**config.mk**
```make
export PLATFORM = sky130hd
export DESIGN_NAME = lsagu_top
export DESIGN_NICKNAME = d
export VERILOG_FILES = /design/src/rtl/lsagu_pkg.sv /design/src/rtl/lsagu_offset.sv /design/src/rtl/lsagu_addr.sv /design/src/rtl/lsagu_top.sv
export SDC_FILE = /design/constraint.sdc
export NUM_CORES = 1
export LEC_CHECK = 0
export BUFFER_PORTS_ARGS = -buffer_cell sky130_fd_sc_hd__buf_4
export CORE_MARGIN = 3
export CORE_UTILIZATION = 25
export CTS_CLUSTER_SIZE = 14
export DETAILED_ROUTE_END_ITERATION = 8
export GPL_ROUTABILITY_DRIVEN = 0
export SKIP_LAST_GASP = 1
export SLEW_MARGIN = 10
export SYNTH_ARGS = -nofsm -noshare
export SYNTH_HDL_FRONTEND = slang
export SYNTH_HIERARCHICAL = 1
export SYNTH_SLANG_ARGS = --single-unit
```
**constraint.sdc**
```tcl
create_clock -name clk -period 1.2 [get_ports clk]
set_input_delay 0.18 -clock clk [delete_from_list [all_inputs] [get_ports clk]]
set_output_delay 0.18 -clock clk [all_outputs]
set_load 0.01 [all_outputs]
```
**src/rtl/lsagu_pkg.sv**
```systemverilog
package lsagu_pkg;
  typedef enum logic [1:0] {
    IDX_OFFSET = 2'd0,
    IDX_PRE_WB = 2'd1,
    IDX_POST   = 2'd2,
    IDX_RSVD   = 2'd3
  } idx_mode_e;

  typedef struct packed {
    logic [31:0] ea;
    logic [31:0] wb_val;
    logic        mem_req;
    logic        wb_en;
    logic        wb_err;
    logic        is_byte;
  } agu_res_t;
endpackage

```
**src/rtl/lsagu_offset.sv**
```systemverilog
module lsagu_offset #(
  parameter int AW   = 32,
  parameter int IMMW = 12,
  parameter int SHW  = 5
) (
  input  logic [IMMW-1:0] imm_off,
  input  logic [AW-1:0]   reg_off,
  input  logic [SHW-1:0]  shamt,
  input  logic            off_sel,
  output logic [AW-1:0]   offset
);
  localparam int PADW = AW - IMMW;

  logic [AW-1:0] imm_ext;
  logic [AW-1:0] reg_shifted;

  assign imm_ext     = {{PADW{1'b0}}, imm_off};
  assign reg_shifted = reg_off << shamt;

  always_comb begin
    if (off_sel) offset = reg_shifted;
    else         offset = imm_ext;
  end
endmodule

```
**src/rtl/lsagu_addr.sv**
```systemverilog
module lsagu_addr
  import lsagu_pkg::*;
#(
  parameter int AW = 32,
  parameter int RIW = 4,
  parameter logic [RIW-1:0] PC_IDX = '1
) (
  input  logic [RIW-1:0] base_idx,
  input  logic [AW-1:0]  base_val,
  input  logic [AW-1:0]  pc_val,
  input  logic [AW-1:0]  offset,
  input  logic [1:0]     mode,
  input  logic           up,
  input  logic           cond_pass,
  input  logic           acc_byte,
  output agu_res_t       res
);
  idx_mode_e     md;
  logic [AW-1:0] base;
  logic [AW-1:0] adjusted;
  logic          is_pc;
  logic          wants_wb;

  assign md       = idx_mode_e'(mode);
  assign is_pc    = (base_idx == PC_IDX);
  assign base     = is_pc ? pc_val : base_val;
  assign adjusted = up ? (base + offset) : (base - offset);

  always_comb begin
    res         = '0;
    res.is_byte = acc_byte;
    res.mem_req = cond_pass;
    unique case (md)
      IDX_PRE_WB: begin
        res.ea     = adjusted;
        res.wb_val = adjusted;
        wants_wb   = 1'b1;
      end
      IDX_POST: begin
        res.ea     = base;
        res.wb_val = adjusted;
        wants_wb   = 1'b1;
      end
      default: begin
        res.ea     = adjusted;
        res.wb_val = base;
        wants_wb   = 1'b0;
      end
    endcase
    res.wb_en  = cond_pass && wants_wb && !is_pc;
    res.wb_err = cond_pass && wants_wb && is_pc;
  end
endmodule

```
**src/rtl/lsagu_top.sv**
```systemverilog
module lsagu_top
  import lsagu_pkg::*;
#(
  parameter int AW   = 32,
  parameter int IMMW = 12,
  parameter int SHW  = 5,
  parameter int RIW  = 4
) (
  input  logic            clk,
  input  logic            rst_n,
  input  logic            in_valid,
  output logic            in_ready,
  input  logic [RIW-1:0]  base_idx,
  input  logic [AW-1:0]   base_val,
  input  logic [AW-1:0]   pc_val,
  input  logic [IMMW-1:0] imm_off,
  input  logic [AW-1:0]   reg_off,
  input  logic [SHW-1:0]  shamt,
  input  logic            off_sel,
  input  logic [1:0]      mode,
  input  logic            up,
  input  logic            cond_pass,
  input  logic            acc_byte,
  output logic            out_valid,
  input  logic            out_ready,
  output logic [AW-1:0]   ea,
  output logic            mem_req,
  output logic            out_byte,
  output logic            wb_en,
  output logic [AW-1:0]   wb_val,
  output logic            wb_err
);
  localparam logic [RIW-1:0] PC_IDX = '1;

  logic [AW-1:0] offset;
  agu_res_t      res_d;
  agu_res_t      res_q;
  logic          vld_q;
  logic          take;

  lsagu_offset #(.AW(AW), .IMMW(IMMW), .SHW(SHW)) u_off (
    .imm_off (imm_off),
    .reg_off (reg_off),
    .shamt   (shamt),
    .off_sel (off_sel),
    .offset  (offset)
  );

  lsagu_addr #(.AW(AW), .RIW(RIW), .PC_IDX(PC_IDX)) u_addr (
    .base_idx  (base_idx),
    .base_val  (base_val),
    .pc_val    (pc_val),
    .offset    (offset),
    .mode      (mode),
    .up        (up),
    .cond_pass (cond_pass),
    .acc_byte  (acc_byte),
    .res       (res_d)
  );

  assign in_ready = !vld_q || out_ready;
  assign take     = in_valid && in_ready;

  always_ff @(posedge clk or negedge rst_n) begin
    if (!rst_n) begin
      vld_q <= 1'b0;
      res_q <= '0;
    end else begin
      if (take) begin
        vld_q <= 1'b1;
        res_q <= res_d;
      end else if (out_ready) begin
        vld_q <= 1'b0;
      end
    end
  end

  assign out_valid = vld_q;
  assign ea        = res_q.ea;
  assign wb_val    = res_q.wb_val;
  assign out_byte  = res_q.is_byte;
  assign mem_req   = vld_q && res_q.mem_req;
  assign wb_en     = vld_q && res_q.wb_en;
  assign wb_err    = vld_q && res_q.wb_err;
endmodule

```
==> flow_summary.json <==
{
  "core_area_um2": 35100,
  "clk_path_buf_depth": 2,
  "async_flop_share_pct": 100,
  "grt_max_degree": 33,
  "cts-root-buf": "clkbuf_16",
  "grt_pass1_vias": 9949,
  "switching_share_pct": 37.9,
  "combPwrFrac_pct": 63.9,
  "crit_slowest_cell": "or4_4",
  "cts_sinks": 69,
  "grt_first_pass_wirelength_um": 53400,
  "path_cells": "buf_12 > buf_6 > mux2i_4 > nand2_1 > a21oi_2 > mux2i_1 > and2_4 > or4_4 > or3_4 > nor3_4 > nand2_2 > nor2_4 > a21oi_2 > xor2_1 > ha_1 > a21o_1 > a21o_1 > a211o_1 > o21ai_4 > buf_6 > xor2_4 > o21ai_1 > mux2_2",
  "violations": "setup timing",
  "hold-path-endpoint": "out_valid",
  "drc": 0,
  "synth_area_per_cell_um2": 8.66,
  "rrSetupSlack_ns": -0.16,
  "crit_buf_inv": 3,
  "htree_levels": 3,
  "grt_usage_pct": 17.2,
  "finalHoldViolCount": 0,
  "final_area_um2": 14800,
  "finalCritPeriodShare_pct": 381,
  "whs_path_depth": 2,
  "vias": 9817,
  "syn-num-nets": 1203,
  "power.switching_w": 0.00646,
  "dpl-instance-area_um2": 13100,
  "hp-class": "in -> reg",
  "routed_wl_um": 34200,
  "internal_power_w": 0.0106,
  "ir_worst_vdd_uv": 833,
  "power_w": 0.0170,
  "cts_tree": "built",
  "power_leakage_nw": 6.80,
  "most-common-layout-cells": "buf_4, mux2_2, dfrtp_1, nor2_1, nand2_1",
  "dr.pass1.iters": 5,
  "dp_hpwl_um": 27600,
  "postSynthCellCount": 1040,
  "fin_crit_ns": 4.57,
  "rsz0062_at_grt": "yes",
  "crit_path_end_kind": "flop",
  "slew-limit-headroom_pct": 53.7,
  "tightest_slew_ns": 0.691,
  "synth_ff_type": "dfrtp_1",
  "diodes": 0,
  "critPathArrivalTime_ns": 4.79,
  "die_height_um": 196,
  "ant_nets": 0,
  "viasPerCell": 5.01,
  "path_clk_slew_ns": 0.06,
  "crit_fanout": 10,
  "drive_above_1_share_pct": 61.0,
  "cts_buffers": 9,
  "status": "complete, but fails checks",
  "clk_latency_ns": 0.34,
  "syn_area_um2": 9010,
  "antenna_found_initial": 0,
  "yosysWarnings": 6,
  "die_x_um": 196,
  "die_area_um2": 38300,
  "reg2reg_from": "out_valid",
  "layout_commonest_cell": "buf_4",
  "setup_violations": 69,
  "synth.distinct_cells": 77,
  "place.port_buffers": 196,
  "holdWs_ns": 0.0896,
  "p_clk_share_pct": 15.5,
  "crit_family": "simple AND/OR/NAND/NOR gates",
  "layout.nets": 1663,
  "synth_edf_count": 0,
  "maxCapViolations": 0,
  "r2r_cells": 4,
  "yosysSeqAreaShare_pct": 19.2,
  "avgRoutedWirePerCell_um": 17.4,
  "num_rows": 68,
  "start_kind": "primary input",
  "synth_seq_cells": 69,
  "initial_core_util_pct": 25.7,
  "syn_to_final_growth_pct": 64.0,
  "fmax_ghz": 0.219,
  "final.fill_count": 3381,
  "skew_ns": 0.00819,
  "cp.required_ns": 1.42,
  "drt_iter0_drc": 609,
  "p_seq_share_pct": 20.6,
  "r2r-end": "wb_val[8]",
  "grt_overflow": 0,
  "setup_slack_ns": -3.37,
  "critPathMaxStageDelay_ns": 0.51,
  "worstSetupPathType": "in -> reg",
  "min-delay-start": "in_valid",
  "final-max-slew-violation-count": 0,
  "powerDensity_nw_per_um2": 1150,
  "io_pins": 197
}
## how the worst max path moves through the flow
stage / start / endpoint / slack [ns] / cells past startpoint
after floorplan: shamt[0] / ea[30] / -3.62 / 21
after global placement: shamt[0] / ea[29] / -3.84 / 23
after detailed placement: shamt[0] / wb_val[27] / -4.01 / 23
after CTS: shamt[0] / wb_val[27] / -3.37 / 22
after global routing: shamt[0] / ea[27] / -3.55 / 22
final: shamt[0] / ea[27] / -3.37 / 23
## power by group through the flow
stage,clock [W],combinational (W),sequential [W]
floorplan,0,0.00609,0.00335
global placement,0,0.00928,0.00353
detailed placement,0,0.00941,0.00355
CTS,0.00271,0.0106,0.00352
global route,0.00281,0.0117,0.00361
finish,0.00264,0.0109,0.00352
## cell usage after synthesis, drive strengths merged, types with 4 or more instances
cell | instances | area, µm²
nor2b | 11 | 68.8
inv | 29 | 109
or3 | 10 | 62.6
buf | 100 | 754
nor3b | 4 | 30.0
a21oi | 63 | 319
o2111a | 7 | 78.8
nor3 | 20 | 110
nand3 | 16 | 80.1
o221ai | 6 | 52.6
o2bb2ai | 9 | 78.8
nor4 | 9 | 83.8
a22o | 5 | 43.8
o22ai | 27 | 169
or4 | 4 | 33.8
nand2b | 14 | 90.1
a221oi | 4 | 35.0
xor2 | 32 | 280
mux4 | 13 | 293
nand2 | 68 | 263
mux2 | 127 | 1510
ha | 35 | 438
nor2 | 76 | 285
a211oi | 10 | 80.1
o211ai | 4 | 30.0
and2 | 8 | 51.3
or2 | 5 | 31.3
a31oi | 6 | 37.5
a21o | 13 | 97.6
nand4 | 14 | 93.8
o21ai | 77 | 389
mux2i | 36 | 360
o31ai | 10 | 75.1
dfrtp | 69 | 1730
a32o | 6 | 60.1
xnor2 | 18 | 176
a221o | 8 | 80.1
o21bai | 6 | 45.0
clkbuf | 29 | 109
and3 | 6 | 40.0
## kinds of logic (layout without fill, tap and decap cells)
family          count (synthesis)  after routing  share of synthesized area [%]
simple gates                  270            270                           15.2
flops                          69             69                           19.2
fa+ha+maj                      36             36                           5.08
compound gates                280            280                           20.7
mux                           176            176                           24.0
buf+inv                       159            624                           10.8
xor+xnor                       50             50                           5.07
## state kept, by name, summed over array words and instances (netlist names)
register	flops
wb_val	32
out_byte	1
out_valid	1
ea	32
res_q	3
## per-layer routing
| metal | GRT usage (%) | up-vias | routed length (µm) |
|---|---|---|---|
| met2 | 28.1 | 401 | 15400 |
| met1 | 23.9 | 4634 | 15800 |
| met5 | 0 | - | 0 |
| met4 | 4.09 | 0 | 755 |
| li1 | - | 4720 | - |
| met3 | 2.51 | 62 | 2270 |
## area by class of cell
type	count	area (µm²)	share of cell area, %
flip-flops and latches	69	1730	11.7
repair buffers	578	4610	31.2
multi-input cells	812	7460	50.5
clock inverters	4	48.8	0.330
inverters	30	115	0.779
clock buffers	12	236	1.60
well taps	455	569	3.85
## per-stage QoR
step           utilization [%]  instances  setup slack (ns)  TNS [ns]
2_1_floorplan                -       1040             -3.62   -165.42
3_3_place_gp              37.4       1890             -3.84   -201.63
3_5_place_dp              37.4       1890             -4.01   -205.66
4_1_cts                   41.6       1955             -3.37   -168.22
5_1_grt                   42.1       1960             -3.55   -184.14
6_report                  42.1       1960             -3.37   -172.30
## what timing repair did
item | CTS | global route
endpoints found under the setup margin | 72 | 73
resized for setup | 162 | 36
endpoints found under the hold margin | 17 | 0
cloned | 2 | 0
hold buffers | 1 | 0
pin swaps | 101 | 23
buffers inserted | 63 | 6
(Power assumes the default switching activity.)
